$ cat config.mk
export PLATFORM = sky130hd
export DESIGN_NAME = banked_regfile
export DESIGN_NICKNAME = d
export VERILOG_FILES = /design/src/rtl/rf_pkg.sv /design/src/rtl/rf_addr_resolve.sv /design/src/rtl/rf_shared_store.sv /design/src/rtl/rf_banked_store.sv /design/src/rtl/banked_regfile.sv
export SDC_FILE = /design/constraint.sdc
export NUM_CORES = 1
export LEC_CHECK = 0
export ABC_CLOCK_PERIOD_IN_PS = 3200
export BUFFER_PORTS_ARGS = -buffer_cell sky130_fd_sc_hd__buf_2
export CORE_MARGIN = 2
export CORE_UTILIZATION = 36
export DETAILED_ROUTE_END_ITERATION = 10
export MAX_ROUTING_LAYER = met4
export SLEW_MARGIN = 15
export SYNTH_ARGS = -nofsm -noshare
export SYNTH_HDL_FRONTEND = slang
export SYNTH_SLANG_ARGS = --single-unit
$ cat constraint.sdc
create_clock -name clk -period 3.2 [get_ports clk]
set_input_delay 0 -clock clk [delete_from_list [all_inputs] [get_ports clk]]
set_output_delay 0 -clock clk [all_outputs]
set_load 0.05 [all_outputs]
$ cat src/rtl/rf_pkg.sv
`timescale 1ns/1ps
package rf_pkg;

    // Kind of storage an address resolves to
    typedef enum logic [1:0] {
        ACC_NULL   = 2'd0,  // indirect access naming the indirect slot itself
        ACC_PTR    = 2'd1,  // the pointer register
        ACC_SHARED = 2'd2,  // low half, common to all banks
        ACC_BANKED = 2'd3   // high half, private to each bank
    } acc_kind_e;

endpackage

$ cat src/rtl/rf_addr_resolve.sv
`timescale 1ns/1ps
module rf_addr_resolve
    import rf_pkg::*;
#(
    parameter int LOC_W   = 5,
    parameter int BANK_W  = 2,
    parameter int PTR_LOC = 4
) (
    input  logic [LOC_W-1:0]        addr,
    input  logic [BANK_W+LOC_W-1:0] ptr,
    output acc_kind_e               kind,
    output logic [BANK_W-1:0]       bank,
    output logic [LOC_W-2:0]        slot
);
    localparam int PTR_W = BANK_W + LOC_W;

    logic [LOC_W-1:0] eff_loc;

    always_comb begin
        // address zero is the indirect port: take the location from the pointer
        eff_loc = (addr == '0) ? ptr[LOC_W-1:0] : addr;
        bank    = ptr[PTR_W-1:LOC_W];
        slot    = eff_loc[LOC_W-2:0];
        if (eff_loc == '0)
            kind = ACC_NULL;
        else if (eff_loc == LOC_W'(PTR_LOC))
            kind = ACC_PTR;
        else if (!eff_loc[LOC_W-1])
            kind = ACC_SHARED;
        else
            kind = ACC_BANKED;
    end
endmodule

$ cat src/rtl/rf_shared_store.sv
`timescale 1ns/1ps
module rf_shared_store #(
    parameter int DATA_W = 8,
    parameter int SLOT_W = 4
) (
    input  logic              clk,
    input  logic              we,
    input  logic [SLOT_W-1:0] wslot,
    input  logic [DATA_W-1:0] wdata,
    input  logic [SLOT_W-1:0] rslot,
    output logic [DATA_W-1:0] rdata
);
    localparam int DEPTH = 1 << SLOT_W;

    logic [DATA_W-1:0] mem [DEPTH];

    always_ff @(posedge clk) begin
        if (we)
            mem[wslot] <= wdata;
    end

    assign rdata = mem[rslot];
endmodule

$ cat src/rtl/rf_banked_store.sv
`timescale 1ns/1ps
module rf_banked_store #(
    parameter int DATA_W = 8,
    parameter int SLOT_W = 4,
    parameter int BANK_W = 2
) (
    input  logic              clk,
    input  logic              we,
    input  logic [BANK_W-1:0] wbank,
    input  logic [SLOT_W-1:0] wslot,
    input  logic [DATA_W-1:0] wdata,
    input  logic [BANK_W-1:0] rbank,
    input  logic [SLOT_W-1:0] rslot,
    output logic [DATA_W-1:0] rdata
);
    localparam int DEPTH = 1 << SLOT_W;
    localparam int NBANK = 1 << BANK_W;

    logic [NBANK-1:0][DATA_W-1:0] lane;

    for (genvar b = 0; b < NBANK; b++) begin : g_bank
        logic [DATA_W-1:0] mem [DEPTH];

        always_ff @(posedge clk) begin
            if (we && (wbank == BANK_W'(b)))
                mem[wslot] <= wdata;
        end

        assign lane[b] = mem[rslot];
    end

    assign rdata = lane[rbank];
endmodule

$ cat src/rtl/banked_regfile.sv
`timescale 1ns/1ps
module banked_regfile
    import rf_pkg::*;
#(
    parameter int DATA_W  = 8,
    parameter int LOC_W   = 5,
    parameter int BANK_W  = 2,
    parameter int PTR_LOC = 4
) (
    input  logic              clk,
    input  logic              rst_n,
    input  logic              rd_en,
    input  logic [LOC_W-1:0]  rd_addr,
    output logic [DATA_W-1:0] rd_data,
    input  logic              wr_en,
    input  logic [LOC_W-1:0]  wr_addr,
    input  logic [DATA_W-1:0] wr_data
);
    localparam int PTR_W  = BANK_W + LOC_W;
    localparam int SLOT_W = LOC_W - 1;

    logic [PTR_W-1:0]  ptr_q;

    acc_kind_e         rd_kind,  wr_kind;
    logic [BANK_W-1:0] rd_bank,  wr_bank;
    logic [SLOT_W-1:0] rd_slot,  wr_slot;

    logic              ptr_we, sh_we, bk_we;
    logic [DATA_W-1:0] sh_rdata, bk_rdata;
    logic [DATA_W-1:0] mux_data;

    rf_addr_resolve #(.LOC_W(LOC_W), .BANK_W(BANK_W), .PTR_LOC(PTR_LOC)) u_rd_res (
        .addr (rd_addr),
        .ptr  (ptr_q),
        .kind (rd_kind),
        .bank (rd_bank),
        .slot (rd_slot)
    );

    rf_addr_resolve #(.LOC_W(LOC_W), .BANK_W(BANK_W), .PTR_LOC(PTR_LOC)) u_wr_res (
        .addr (wr_addr),
        .ptr  (ptr_q),
        .kind (wr_kind),
        .bank (wr_bank),
        .slot (wr_slot)
    );

    // Write steering by access kind
    always_comb begin
        ptr_we = 1'b0;
        sh_we  = 1'b0;
        bk_we  = 1'b0;
        unique case (wr_kind)
            ACC_NULL:   ;
            ACC_PTR:    ptr_we = wr_en;
            ACC_SHARED: sh_we  = wr_en;
            ACC_BANKED: bk_we  = wr_en;
            default:    ;
        endcase
    end

    always_ff @(posedge clk or negedge rst_n) begin
        if (!rst_n)
            ptr_q <= '0;
        else if (ptr_we)
            ptr_q <= wr_data[PTR_W-1:0];
    end

    rf_shared_store #(.DATA_W(DATA_W), .SLOT_W(SLOT_W)) u_shared (
        .clk   (clk),
        .we    (sh_we),
        .wslot (wr_slot),
        .wdata (wr_data),
        .rslot (rd_slot),
        .rdata (sh_rdata)
    );

    rf_banked_store #(.DATA_W(DATA_W), .SLOT_W(SLOT_W), .BANK_W(BANK_W)) u_banked (
        .clk   (clk),
        .we    (bk_we),
        .wbank (wr_bank),
        .wslot (wr_slot),
        .wdata (wr_data),
        .rbank (rd_bank),
        .rslot (rd_slot),
        .rdata (bk_rdata)
    );

    // Read selection by access kind
    always_comb begin
        unique case (rd_kind)
            ACC_NULL:   mux_data = '0;
            ACC_PTR:    mux_data = DATA_W'(ptr_q);
            ACC_SHARED: mux_data = sh_rdata;
            ACC_BANKED: mux_data = bk_rdata;
            default:    mux_data = '0;
        endcase
    end

    assign rd_data = rd_en ? mux_data : '0;
endmodule

==> results.yml <==
run_status:
  outcome: "finished with violations"
  violations: "negative setup slack"
die:
  boundaryPins: 30
  num_rows: 97
  die_h_um: 270
  core_mm2: 0.0701
  die_area_mm2: 0.0730
  fp.dieW_um: 270
  start_util_pct: 36.4
route:
  ant_nets: 0
  first_pass_iters: 6
  routed_wl_um: 76100
  routed_via_density: 5.57
  drc: 0
  vias: 17300
  avgRoutedWirePerCell_um: 24.5
  drt_iter0_drc: 2171
logic_synthesis:
  synth_top_area_share_pct: 73.5
  async_reset_ff_share_pct: 1.11
  postSynthAreaPerCell_um2: 13.6
  synth-seq-cells: 631
  ys_seq_area_share_pct: 74.1
  synth-main-ff-cell: "edfxtp_1"
  ys_top_cells_by_count: "624 x edfxtp_1, 469 x nand2_1, 140 x nand3_1"
  synth_edf_count: 624
  synth_top_area_cell: "edfxtp_1"
  synth_fp_nets: 1903
  synth_cell_types: 62
  synth_warnings: 0
  synth_area_leaders: "edfxtp_1 73%, nand2_1 6.9%, nand3_1 2.7%"
  synth_cells: 1881
  synth_area_mm2: 0.0255
  synth.most_common_cell: "edfxtp_1"
clocking:
  cts_buffer_depth: 3
  cts_tree: "built"
  worstSkewPairLatency_ns: 0.61
  cts_buffers: 66
  h-tree-depth: 3
  cts_sinks: 631
  clkTransAtPathRegs_ns: 0.06
  root_buffer: "clkbuf_16"
power_and_ir_drop:
  internal_power_w: 0.0139
  p_clk_share_pct: 40.0
  seq_power_share_pct: 50.7
  p_leak_nw: 10.8
  combPwrFrac_pct: 9.3
  power.switching_w: 0.00427
  power.density_mw_per_mm2: 580
  swShare_pct: 23.6
  ir_drop_mv: 0.490
hold_path:
  worst_hold_path_type: "in2reg"
  whs_endpoint: "u_banked.g_bank[2].mem[8][0]"
  hold_path_depth: 1
  min-delay-start: "wr_data[0]"
setup_path:
  cp.depth: 11
  cp.required_ns: 3.20
  r2r-start: "ptr_q[1]"
  crit_fanout: 7
  crit_type: "reg2out"
  r2r_setup_slack_ns: 0.80
  crit_family: "compound AO/OA/AOI/OAI gates"
  cpMaxStageDelayCell: "or4_4"
  reg2reg_to: "u_banked.g_bank[0].mem[8][5]"
  crit_buf_inv: 4
  cp_common_cell: "buf_12"
  end_kind: "primary output"
  slowest_delay_ns: 0.51
  r2r_cells: 6
  arrival_ns: 3.68
  path_cells: "nor3b_4 -> a21o_4 -> buf_12 -> buf_12 -> mux2i_1 -> mux4_2 -> a31o_1 -> or4_4 -> o211ai_1 -> buf_4 -> buf_12"
  cp-start-kind: "flip-flop"
timing:
  drv_slew: 0
  setup_violations: 8
  finalHoldViolCount: 0
  setup_ws_ns: -0.479
  period_share_pct: 115
  worst_pin_slew_ns: 0.984
  max_freq_ghz: 0.272
  finClkSkew_ns: 0.0282
  period_needed_ns: 3.68
  rsz0062_at_grt: "true"
  maxSlewHeadroom_pct: 34.4
global_routing:
  antenna_found_initial: 1
  grt.total_usage_pct: 21.2
  grt_max_degree: 52
  grt_pass1_vias: 16500
  grt-ovfl-total: 0
  grt_first_pass_wirelength_um: 112000
run:
  cap_violations: 0
cells_and_area:
  drive_above_1_share_pct: 20.7
  finalNetCount: 2132
  fin_util_pct: 44.6
  layout.cells.non_filler: 3101
  synthToLayoutAreaGrowth_pct: 22.5
placement:
  place_congestion: 0.917
  port_buffers: 29
  dp_slack_ns: -0.0109
  hpwl_um: 48500
  place_inst: 2939
cell type report:
cell class	instances	area, um^2
Antenna cell	1	2.50
Clock buffer	87	1790
Clock inverter	31	221
Fill cell	6340	38900
Inverter	2	7.51
Multi-Input combinational cell	1134	6430
Sequential cell	631	18900
Tap cell	940	1180
Timing Repair Buffer	275	2720
worst max path at each step:
stage                   from          to  slack, ns
floorplan           ptr_q[1]  rd_data[7]       0.14
global placement    ptr_q[1]  rd_data[7]       0.01
detailed placement  ptr_q[1]  rd_data[0]      -0.01
CTS                 ptr_q[1]  rd_data[5]      -0.41
global route        ptr_q[1]  rd_data[5]      -0.50
finish              ptr_q[1]  rd_data[5]      -0.48
layout by cell type, fill, tap and decap left out, types with 8 or more instances in the layout:
cell / Yosys / layout
buf_4: 12 / 190
nand3_1: 140 / 132
a21oi_1: 98 / 97
nand3_2: 0 / 8
a32oi_1: 19 / 16
nor3_1: 13 / 10
and3_1: 32 / 32
nor2_1: 96 / 96
clkinv_1: 1 / 20
mux4_2: 11 / 11
clkbuf_1: 27 / 17
nand4_1: 10 / 10
clkbuf_16: 0 / 69
mux2i_1: 49 / 45
a211oi_1: 13 / 8
mux2_2: 8 / 8
buf_6: 1 / 12
a31oi_1: 29 / 25
edfxtp_1: 624 / 624
o21ai_0: 24 / 19
nand2_1: 469 / 465
buf_2: 66 / 21
a22oi_1: 23 / 18
buf_12: 0 / 32
logic make-up (layout without fill, tap and decap cells):
kind of cell    Yosys count  after routing  synth area share [%]
compound gates          281            281                  7.34
buf+inv                 116            395                  2.24
flops                   631            631                  74.1
mux                      68             68                  3.25
other cells               0              1                     0
simple gates            785            785                  13.0
sequential cells by signal, indices dropped and copies added, names as in the netlist:
name                 count
u_banked.g_bank.mem    512
u_shared.mem           112
ptr_q                    7
routing by layer:
layer / vias up / routed length, um / global-route usage (%)
met1: 8711 / 31600 / 29.2
met4: 0 / 2720 / 8.03
met3: 143 / 7020 / 3.55
met5: - / 0 / -
li1: 7522 / - / -
met2: 887 / 34800 / 31.5
stage by stage:
step	instance area, um^2	total power (W)	hold WS [ns]	setup TNS (ns)
detailed placement	28200	0.0108	-0.128	-0.0134
global route	31300	0.0186	0.0526	-2.89
global placement	28200	0.0108	-0.135	0
floorplan	25500	0.0100	-0.296	0
finish	31300	0.0181	0.0480	-2.52
CTS	31000	0.0182	0.0134	-2.16
timing repair:
item | 4_1_cts | 5_1_grt
buffers inserted | 20 | 12
endpoints found under the hold margin | 36 | 18
endpoints found under the setup margin | 8 | 8
hold buffers | 4 | 1
cloned | 6 | 1
resized for setup | 81 | 31
pin swaps | 32 | 16
power groups by stage:
stage	registers (W)	logic, W	clock network [W]
after floorplan	0.00934	0.000698	0
after global placement	0.00935	0.00146	0
after detailed placement	0.00935	0.00147	0
after CTS	0.00918	0.00162	0.00735
after global routing	0.00918	0.00176	0.00771
final	0.00918	0.00169	0.00726
Note: power is estimated with default switching activity, not from simulation.
